## src/rtl/uart3s_pkg.sv

```systemverilog
package uart3s_pkg;

   typedef enum logic {RX_IDLE, RX_RUN} rx_state_e;

   function automatic logic maj3(input logic a, input logic b, input logic c);
      return (a & b) | (a & c) | (b & c);
   endfunction

endpackage

```

## src/rtl/uart3s_tick.sv

```systemverilog
module uart3s_tick #(
   parameter int DIV_W = 16
) (
   input  logic             clk,
   input  logic             rst_n,
   input  logic [DIV_W-1:0] div,
   output logic             tick
);
   logic [DIV_W-1:0] cnt;

   always_ff @(posedge clk or negedge rst_n) begin
      if (!rst_n) begin
         cnt  <= '0;
         tick <= 1'b0;
      end else if (cnt >= div) begin
         cnt  <= '0;
         tick <= 1'b1;
      end else begin
         cnt  <= cnt + 1'b1;
         tick <= 1'b0;
      end
   end
endmodule

```

## src/rtl/uart3s_tx.sv

```systemverilog
module uart3s_tx #(
   parameter int DATA_BITS = 8,
   parameter int OVS       = 16,
   parameter bit PARITY_EN = 1'b1
) (
   input  logic                 clk,
   input  logic                 rst_n,
   input  logic                 tick,
   input  logic                 par_odd,
   input  logic [DATA_BITS-1:0] data,
   input  logic                 valid,
   output logic                 ready,
   output logic                 txd
);
   localparam int PB    = PARITY_EN ? 1 : 0;
   localparam int FRAME = DATA_BITS + PB + 2;
   localparam int CNT_W = $clog2(OVS);
   localparam int IDX_W = $clog2(FRAME + 1);
   localparam logic [CNT_W-1:0] LAST = CNT_W'(OVS - 1);

   logic [FRAME-1:0] shreg;
   logic [FRAME-1:0] frame_w;
   logic [CNT_W-1:0] cnt;
   logic [IDX_W-1:0] left;
   logic             busy;

   generate
      if (PARITY_EN) begin : g_par
         assign frame_w = {1'b1, (^data) ^ par_odd, data, 1'b0};
      end else begin : g_nopar
         logic unused_odd;
         assign unused_odd = par_odd;
         assign frame_w    = {1'b1, data, 1'b0};
      end
   endgenerate

   always_ff @(posedge clk or negedge rst_n) begin
      if (!rst_n) begin
         shreg <= '1;
         cnt   <= '0;
         left  <= '0;
         busy  <= 1'b0;
      end else if (!busy) begin
         if (valid) begin
            shreg <= frame_w;
            cnt   <= '0;
            left  <= IDX_W'(FRAME);
            busy  <= 1'b1;
         end
      end else if (tick) begin
         if (cnt == LAST) begin
            cnt   <= '0;
            shreg <= {1'b1, shreg[FRAME-1:1]};
            left  <= left - 1'b1;
            if (left == IDX_W'(1)) busy <= 1'b0;
         end else begin
            cnt <= cnt + 1'b1;
         end
      end
   end

   assign ready = !busy;
   assign txd   = shreg[0];
endmodule

```

## src/rtl/uart3s_rx.sv

```systemverilog
module uart3s_rx
   import uart3s_pkg::*;
#(
   parameter int DATA_BITS = 8,
   parameter int OVS       = 16,
   parameter bit PARITY_EN = 1'b1
) (
   input  logic                 clk,
   input  logic                 rst_n,
   input  logic                 tick,
   input  logic                 rxd,
   input  logic                 par_odd,
   output logic                 done,
   output logic [DATA_BITS-1:0] data,
   output logic                 noise,
   output logic                 perr,
   output logic                 ferr
);
   localparam int PB    = PARITY_EN ? 1 : 0;
   localparam int FRAME = DATA_BITS + PB + 2;
   localparam int CNT_W = $clog2(OVS);
   localparam int IDX_W = $clog2(FRAME + 1);
   localparam logic [CNT_W-1:0] S0   = CNT_W'(OVS / 2 - 1);
   localparam logic [CNT_W-1:0] S1   = CNT_W'(OVS / 2);
   localparam logic [CNT_W-1:0] S2   = CNT_W'(OVS / 2 + 1);
   localparam logic [CNT_W-1:0] LAST = CNT_W'(OVS - 1);
   localparam logic [IDX_W-1:0] STOP_IDX = IDX_W'(FRAME - 1);
   localparam logic [IDX_W-1:0] DLAST    = IDX_W'(DATA_BITS);

   logic [1:0]           sync;
   logic                 rx_s;
   rx_state_e            state;
   logic [CNT_W-1:0]     cnt;
   logic [IDX_W-1:0]     idx;
   logic                 smp0, smp1, par_q, nacc;
   logic [DATA_BITS-1:0] shreg;
   logic                 bit_v, bit_nz, par_bad;

   assign rx_s   = sync[1];
   assign bit_v  = maj3(smp0, smp1, rx_s);
   assign bit_nz = !((smp0 == smp1) && (smp1 == rx_s));

   generate
      if (PARITY_EN) begin : g_par
         assign par_bad = (^shreg) ^ par_q ^ par_odd;
      end else begin : g_nopar
         logic unused_par;
         assign unused_par = par_q ^ par_odd;
         assign par_bad    = 1'b0;
      end
   endgenerate

   always_ff @(posedge clk or negedge rst_n) begin
      if (!rst_n) begin
         sync  <= 2'b11;
         state <= RX_IDLE;
         cnt   <= '0;
         idx   <= '0;
         smp0  <= 1'b1;
         smp1  <= 1'b1;
         par_q <= 1'b0;
         nacc  <= 1'b0;
         shreg <= '0;
         done  <= 1'b0;
         data  <= '0;
         noise <= 1'b0;
         perr  <= 1'b0;
         ferr  <= 1'b0;
      end else begin
         sync <= {sync[0], rxd};
         done <= 1'b0;
         if (tick) begin
            if (state == RX_IDLE) begin
               if (!rx_s) begin
                  state <= RX_RUN;
                  cnt   <= CNT_W'(1);
                  idx   <= '0;
                  nacc  <= 1'b0;
               end
            end else begin
               if (cnt == LAST) begin
                  cnt <= '0;
                  idx <= idx + 1'b1;
               end else begin
                  cnt <= cnt + 1'b1;
               end
               if (cnt == S0) smp0 <= rx_s;
               if (cnt == S1) smp1 <= rx_s;
               if (cnt == S2) begin
                  nacc <= nacc | bit_nz;
                  if (idx == '0) begin
                     if (bit_v) state <= RX_IDLE;
                  end else if (idx == STOP_IDX) begin
                     state <= RX_IDLE;
                     done  <= 1'b1;
                     data  <= shreg;
                     noise <= nacc | bit_nz;
                     perr  <= par_bad;
                     ferr  <= !bit_v;
                  end else if (idx <= DLAST) begin
                     shreg <= {bit_v, shreg[DATA_BITS-1:1]};
                  end else begin
                     par_q <= bit_v;
                  end
               end
            end
         end
      end
   end
endmodule

```

## src/rtl/uart3s_top.sv

```systemverilog
module uart3s_top #(
   parameter int DATA_BITS = 8,
   parameter int OVS       = 16,
   parameter int DIV_W     = 16,
   parameter bit PARITY_EN = 1'b1
) (
   input  logic                 clk,
   input  logic                 rst_n,
   input  logic [DIV_W-1:0]     baud_div,
   input  logic                 par_odd,
   input  logic [DATA_BITS-1:0] tx_data,
   input  logic                 tx_valid,
   output logic                 tx_ready,
   output logic                 txd,
   input  logic                 rxd,
   output logic [DATA_BITS-1:0] rx_data,
   output logic                 rx_valid,
   input  logic                 rx_ready,
   output logic                 rx_noise_err,
   output logic                 rx_parity_err,
   output logic                 rx_frame_err
);
   generate
      if (OVS < 8 || (OVS & (OVS - 1)) != 0) begin : g_bad_ovs
         $error("OVS must be a power of two of at least 8");
      end
      if (DATA_BITS < 5 || DATA_BITS > 9) begin : g_bad_data
         $error("DATA_BITS must lie in 5..9");
      end
      if (DIV_W < 1) begin : g_bad_div
         $error("DIV_W must be positive");
      end
   endgenerate

   logic                 tick;
   logic                 rx_done, rx_nz, rx_pe, rx_fe;
   logic [DATA_BITS-1:0] rx_word;

   uart3s_tick #(.DIV_W(DIV_W)) u_tick (
      .clk(clk), .rst_n(rst_n), .div(baud_div), .tick(tick)
   );

   uart3s_tx #(.DATA_BITS(DATA_BITS), .OVS(OVS), .PARITY_EN(PARITY_EN)) u_tx (
      .clk(clk), .rst_n(rst_n), .tick(tick), .par_odd(par_odd),
      .data(tx_data), .valid(tx_valid), .ready(tx_ready), .txd(txd)
   );

   uart3s_rx #(.DATA_BITS(DATA_BITS), .OVS(OVS), .PARITY_EN(PARITY_EN)) u_rx (
      .clk(clk), .rst_n(rst_n), .tick(tick), .rxd(rxd), .par_odd(par_odd),
      .done(rx_done), .data(rx_word), .noise(rx_nz), .perr(rx_pe), .ferr(rx_fe)
   );

   always_ff @(posedge clk or negedge rst_n) begin
      if (!rst_n) begin
         rx_valid      <= 1'b0;
         rx_data       <= '0;
         rx_noise_err  <= 1'b0;
         rx_parity_err <= 1'b0;
         rx_frame_err  <= 1'b0;
      end else if (rx_valid) begin
         if (rx_ready) begin
            rx_valid      <= 1'b0;
            rx_noise_err  <= 1'b0;
            rx_parity_err <= 1'b0;
            rx_frame_err  <= 1'b0;
         end
      end else if (rx_done) begin
         rx_valid      <= 1'b1;
         rx_data       <= rx_word;
         rx_noise_err  <= rx_nz;
         rx_parity_err <= rx_pe;
         rx_frame_err  <= rx_fe;
      end
   end
endmodule

```

## config.mk

```make
export PLATFORM = sky130hd
export DESIGN_NAME = uart3s_top
export DESIGN_NICKNAME = d
export VERILOG_FILES = /design/src/rtl/uart3s_pkg.sv /design/src/rtl/uart3s_tick.sv /design/src/rtl/uart3s_tx.sv /design/src/rtl/uart3s_rx.sv /design/src/rtl/uart3s_top.sv
export SDC_FILE = /design/constraint.sdc
export NUM_CORES = 1
export LEC_CHECK = 0
export BUFFER_PORTS_ARGS = -buffer_cell sky130_fd_sc_hd__buf_2
export CAP_MARGIN = 10
export CORE_ASPECT_RATIO = 0.6
export CORE_UTILIZATION = 63
export CTS_CLUSTER_SIZE = 12
export DETAILED_ROUTE_END_ITERATION = 7
export PLACE_DENSITY = 0.94
export RECOVER_POWER = 25
export SYNTH_ARGS = -nofsm -noshare
export SYNTH_HDL_FRONTEND = slang
export SYNTH_SLANG_ARGS = --single-unit
```

## constraint.sdc

```tcl
create_clock -name clk -period 6.55 [get_ports clk]
set_clock_uncertainty 0.1 [all_clocks]
set_input_delay 0.3275 -clock clk [delete_from_list [all_inputs] [get_ports clk]]
set_output_delay 0.3275 -clock clk [all_outputs]
set_load 0.01 [all_outputs]
```

==> results.yml <==
yosys:
  yosysSeqAreaShare: 0.488
  netlist_area_sq_mm: 0.00429
  async_reset_ff_frac: 1.00
  syn_avg_cell_area_sq_um: 10.7
  synthMostInstantiatedCell: "dfrtp_1"
  netlist_instances: 401
  synth_edf_count: 0
  synthTopCellsByCount: "69 x dfrtp_1, 42 x nand2_1, 33 x nor2_1"
  ys_top_cells_by_area: "dfrtp_1 40%, dfstp_2 8.6%, ha_1 8.2%, mux2_2 5.8%, xnor2_1 4.9%"
  syn-num-nets: 459
  ys_ff_latch: 83
  yosys.area.top_type_share: 0.403
  ys_types: 47
  yosys.area.top_type: "dfrtp_1"
  synth_ff_type: "dfrtp_1"
  ys_warn_count: 0
timing:
  rsz0062_at_grt: "false"
  min_period_ns: 2.59
  finalHoldViolCount: 0
  final.setup.worst_slack_ns: 3.96
  slew_headroom: 0.318
  setup-tns-final_ns: 0
  fin_crit_sh: 0.395
  worstMarginPinSlew_ns: 1.02
  max_freq_mhz: 386
  report.final.setup_viol: 0
  maxSlewViolCount: 0
power:
  power_density_mw_per_mm2: 257
  irDropWorstVdd_mv: 0.178
  power_switching_mw: 0.317
  p_seq_frac: 0.474
  p_leak_nw: 2.38
  p_comb_frac: 0.107
  clock_power_share: 0.419
  internal-power_mw: 0.939
  power_mw: 1.26
  switching_share: 0.253
die:
  io_pins: 44
  core_area_sq_mm: 0.00633
  start_util: 0.677
  die_w_microns: 109
  die-area_sq_mm: 0.00715
  rows: 22
  die-height_microns: 65.9
clocking:
  path_clk_slew_ns: 0.06
  cts_tree: "done"
  clockBufferDepth: 2
  cts_root_buffer: "clkbuf_16"
  cts_buffers: 9
  clock_latency_ns: 0.35
  htreeDepth: 3
  clock-sinks: 83
  cts_setup_buffers: 0
finish:
  diodes: 0
  area_growth_pct: 13.9
  drive_gt1_frac: 0.241
  finish.net_count: 506
  final_cells: 537
detailed_routing:
  drc: 0
  drt-total-wl_microns: 10400
  routedWlPerCell_microns: 19.4
  drt_iter0_drc: 299
  drt_first_pass_iters: 5
  postRouteAntennaNets: 0
  num_vias: 3346
  via_per_inst: 6.23
setup_path:
  path_cells: "ha_1, and4_2, nand2_1, or3_1, o221ai_2, nor2_1"
  rrSetupSlack_ns: 3.96
  worstSetupEndpointType: "flip-flop"
  arrival_ns: 2.68
  start_kind: "flip-flop"
  path_class: "flip-flop to flip-flop"
  max_stage_delay_ns: 0.66
  critPathSlowestCell: "o221ai_2"
  worstPathRequired_ns: 6.64
  crit_fanout: 17
grt:
  grt_pass1_vias: 3347
  antenna_found_initial: 0
  grt-ovfl-total: 0
  grt_start_max_net_pins: 84
  track_usage: 0.323
  grt_pass1_wl_microns: 16800
hold_path:
  min_path_type: "input port to async pin"
placement:
  io_buffer_count: 43
  gp_congestion: 0.830
  dp.cells: 520
  dp_worst_setup_slack_ns: 4.05
  dp_hpwl_microns: 6510
job:
  maxCapViolations: 0
status:
  outcome: "finished, final reports clean"
## worst paths after layout
path                               start       endpoint  cells past startpoint
hold reg to reg             u_rx.sync[0]   u_rx.sync[1]                      0
min in group clk                tx_valid      u_tx.busy                      3
max in group asynchronous          rst_n  u_rx.shreg[6]                      1
setup / recovery           u_tick.cnt[8]  u_tick.cnt[3]                      6
setup reg to reg           u_tick.cnt[8]  u_tick.cnt[3]                      6
hold / removal                     rst_n   u_tx.left[3]                      1
## logic make-up after synthesis
| group | after synthesis | synth area share |
|---|---|---|
| fa+ha+maj | 28 | 0.0817 |
| mux | 38 | 0.0998 |
| xor+xnor | 35 | 0.0715 |
| compound gates | 63 | 0.0910 |
| flops | 83 | 0.488 |
| simple gates | 118 | 0.132 |
| buf+inv | 36 | 0.0359 |
## power by group through the flow
stage	registers, mW	clock network [mW]	logic (mW)
after global placement	0.596	0	0.115
after global routing	0.598	0.550	0.152
after detailed placement	0.600	0	0.125
after floorplan	0.587	0	0.0867
after CTS	0.592	0.526	0.134
final	0.595	0.526	0.135
## sequential cells by signal (all words and copies together) (netlist names), 2 cells and up
signal / count
u_tick.cnt: 16
u_tx.shreg: 10
rx_data: 8
u_rx.data: 8
u_rx.shreg: 8
u_rx.cnt: 4
u_rx.idx: 4
u_tx.cnt: 4
u_tx.left: 4
u_rx.sync: 2
## cells in the final DEF (no fill, tap or decap), types with 3 or more instances in the layout
master	synthesis	layout
a21oi_1	15	15
a22o_1	6	6
and4_1	3	3
buf_2	0	42
clkbuf_16	0	9
clkbuf_8	0	3
dfrtp_1	69	69
dfstp_2	14	14
ha_1	28	28
inv_1	28	28
mux2_2	22	22
mux2_4	4	4
mux2i_1	12	12
nand2_1	42	42
nand2b_1	3	3
nand3_1	13	13
nand4_1	4	4
nor2_1	33	33
nor2b_1	4	4
o21ai_0	26	26
or2_2	3	3
xnor2_1	24	24
xor2_1	11	11
## cell type report
class | instances | area [sq um]
repair buffers | 44 | 228
fillers | 360 | 1450
multi-input cells | 282 | 2040
clock buffers | 12 | 267
flip-flops and latches | 83 | 2090
well taps | 84 | 105
inverters | 28 | 105
clock inverters | 4 | 47.5
## per-layer routing
metal | share of wire | vias to the layer above | wire length, microns | global-route usage
met5 | 0 | - | 0 | 0
met4 | 0.053 | 0 | 550 | 0.206
met3 | 0.078 | 63 | 814 | 0.106
met2 | 0.46 | 204 | 4790 | 0.502
met1 | 0.41 | 1605 | 4270 | 0.391
li1 | - | 1474 | - | -
## worst max-delay path, delay by kind of cell, from the launching register on
family | cells | cell delay, ns
compound gates | 1 | 0.66
simple gates | 4 | 0.87
fa+ha+maj | 1 | 0.35
flops | 1 | 0.45
## per-stage QoR
stage	instance area [sq um]	hold WS, ns	utilization
CTS	4890	0.0939	0.772
global placement	4560	0.245	0.721
finish	4890	0.0468	0.772
floorplan	4290	-0.0681	-
detailed placement	4560	0.248	0.721
global route	4890	0.127	0.772
## what timing repair did
item / CTS / global route
hold endpoints to repair: 1 / 0
hold buffers: 1 / 0
gates resized for setup: 0 / 0
Power figures use the tool's default switching activity.
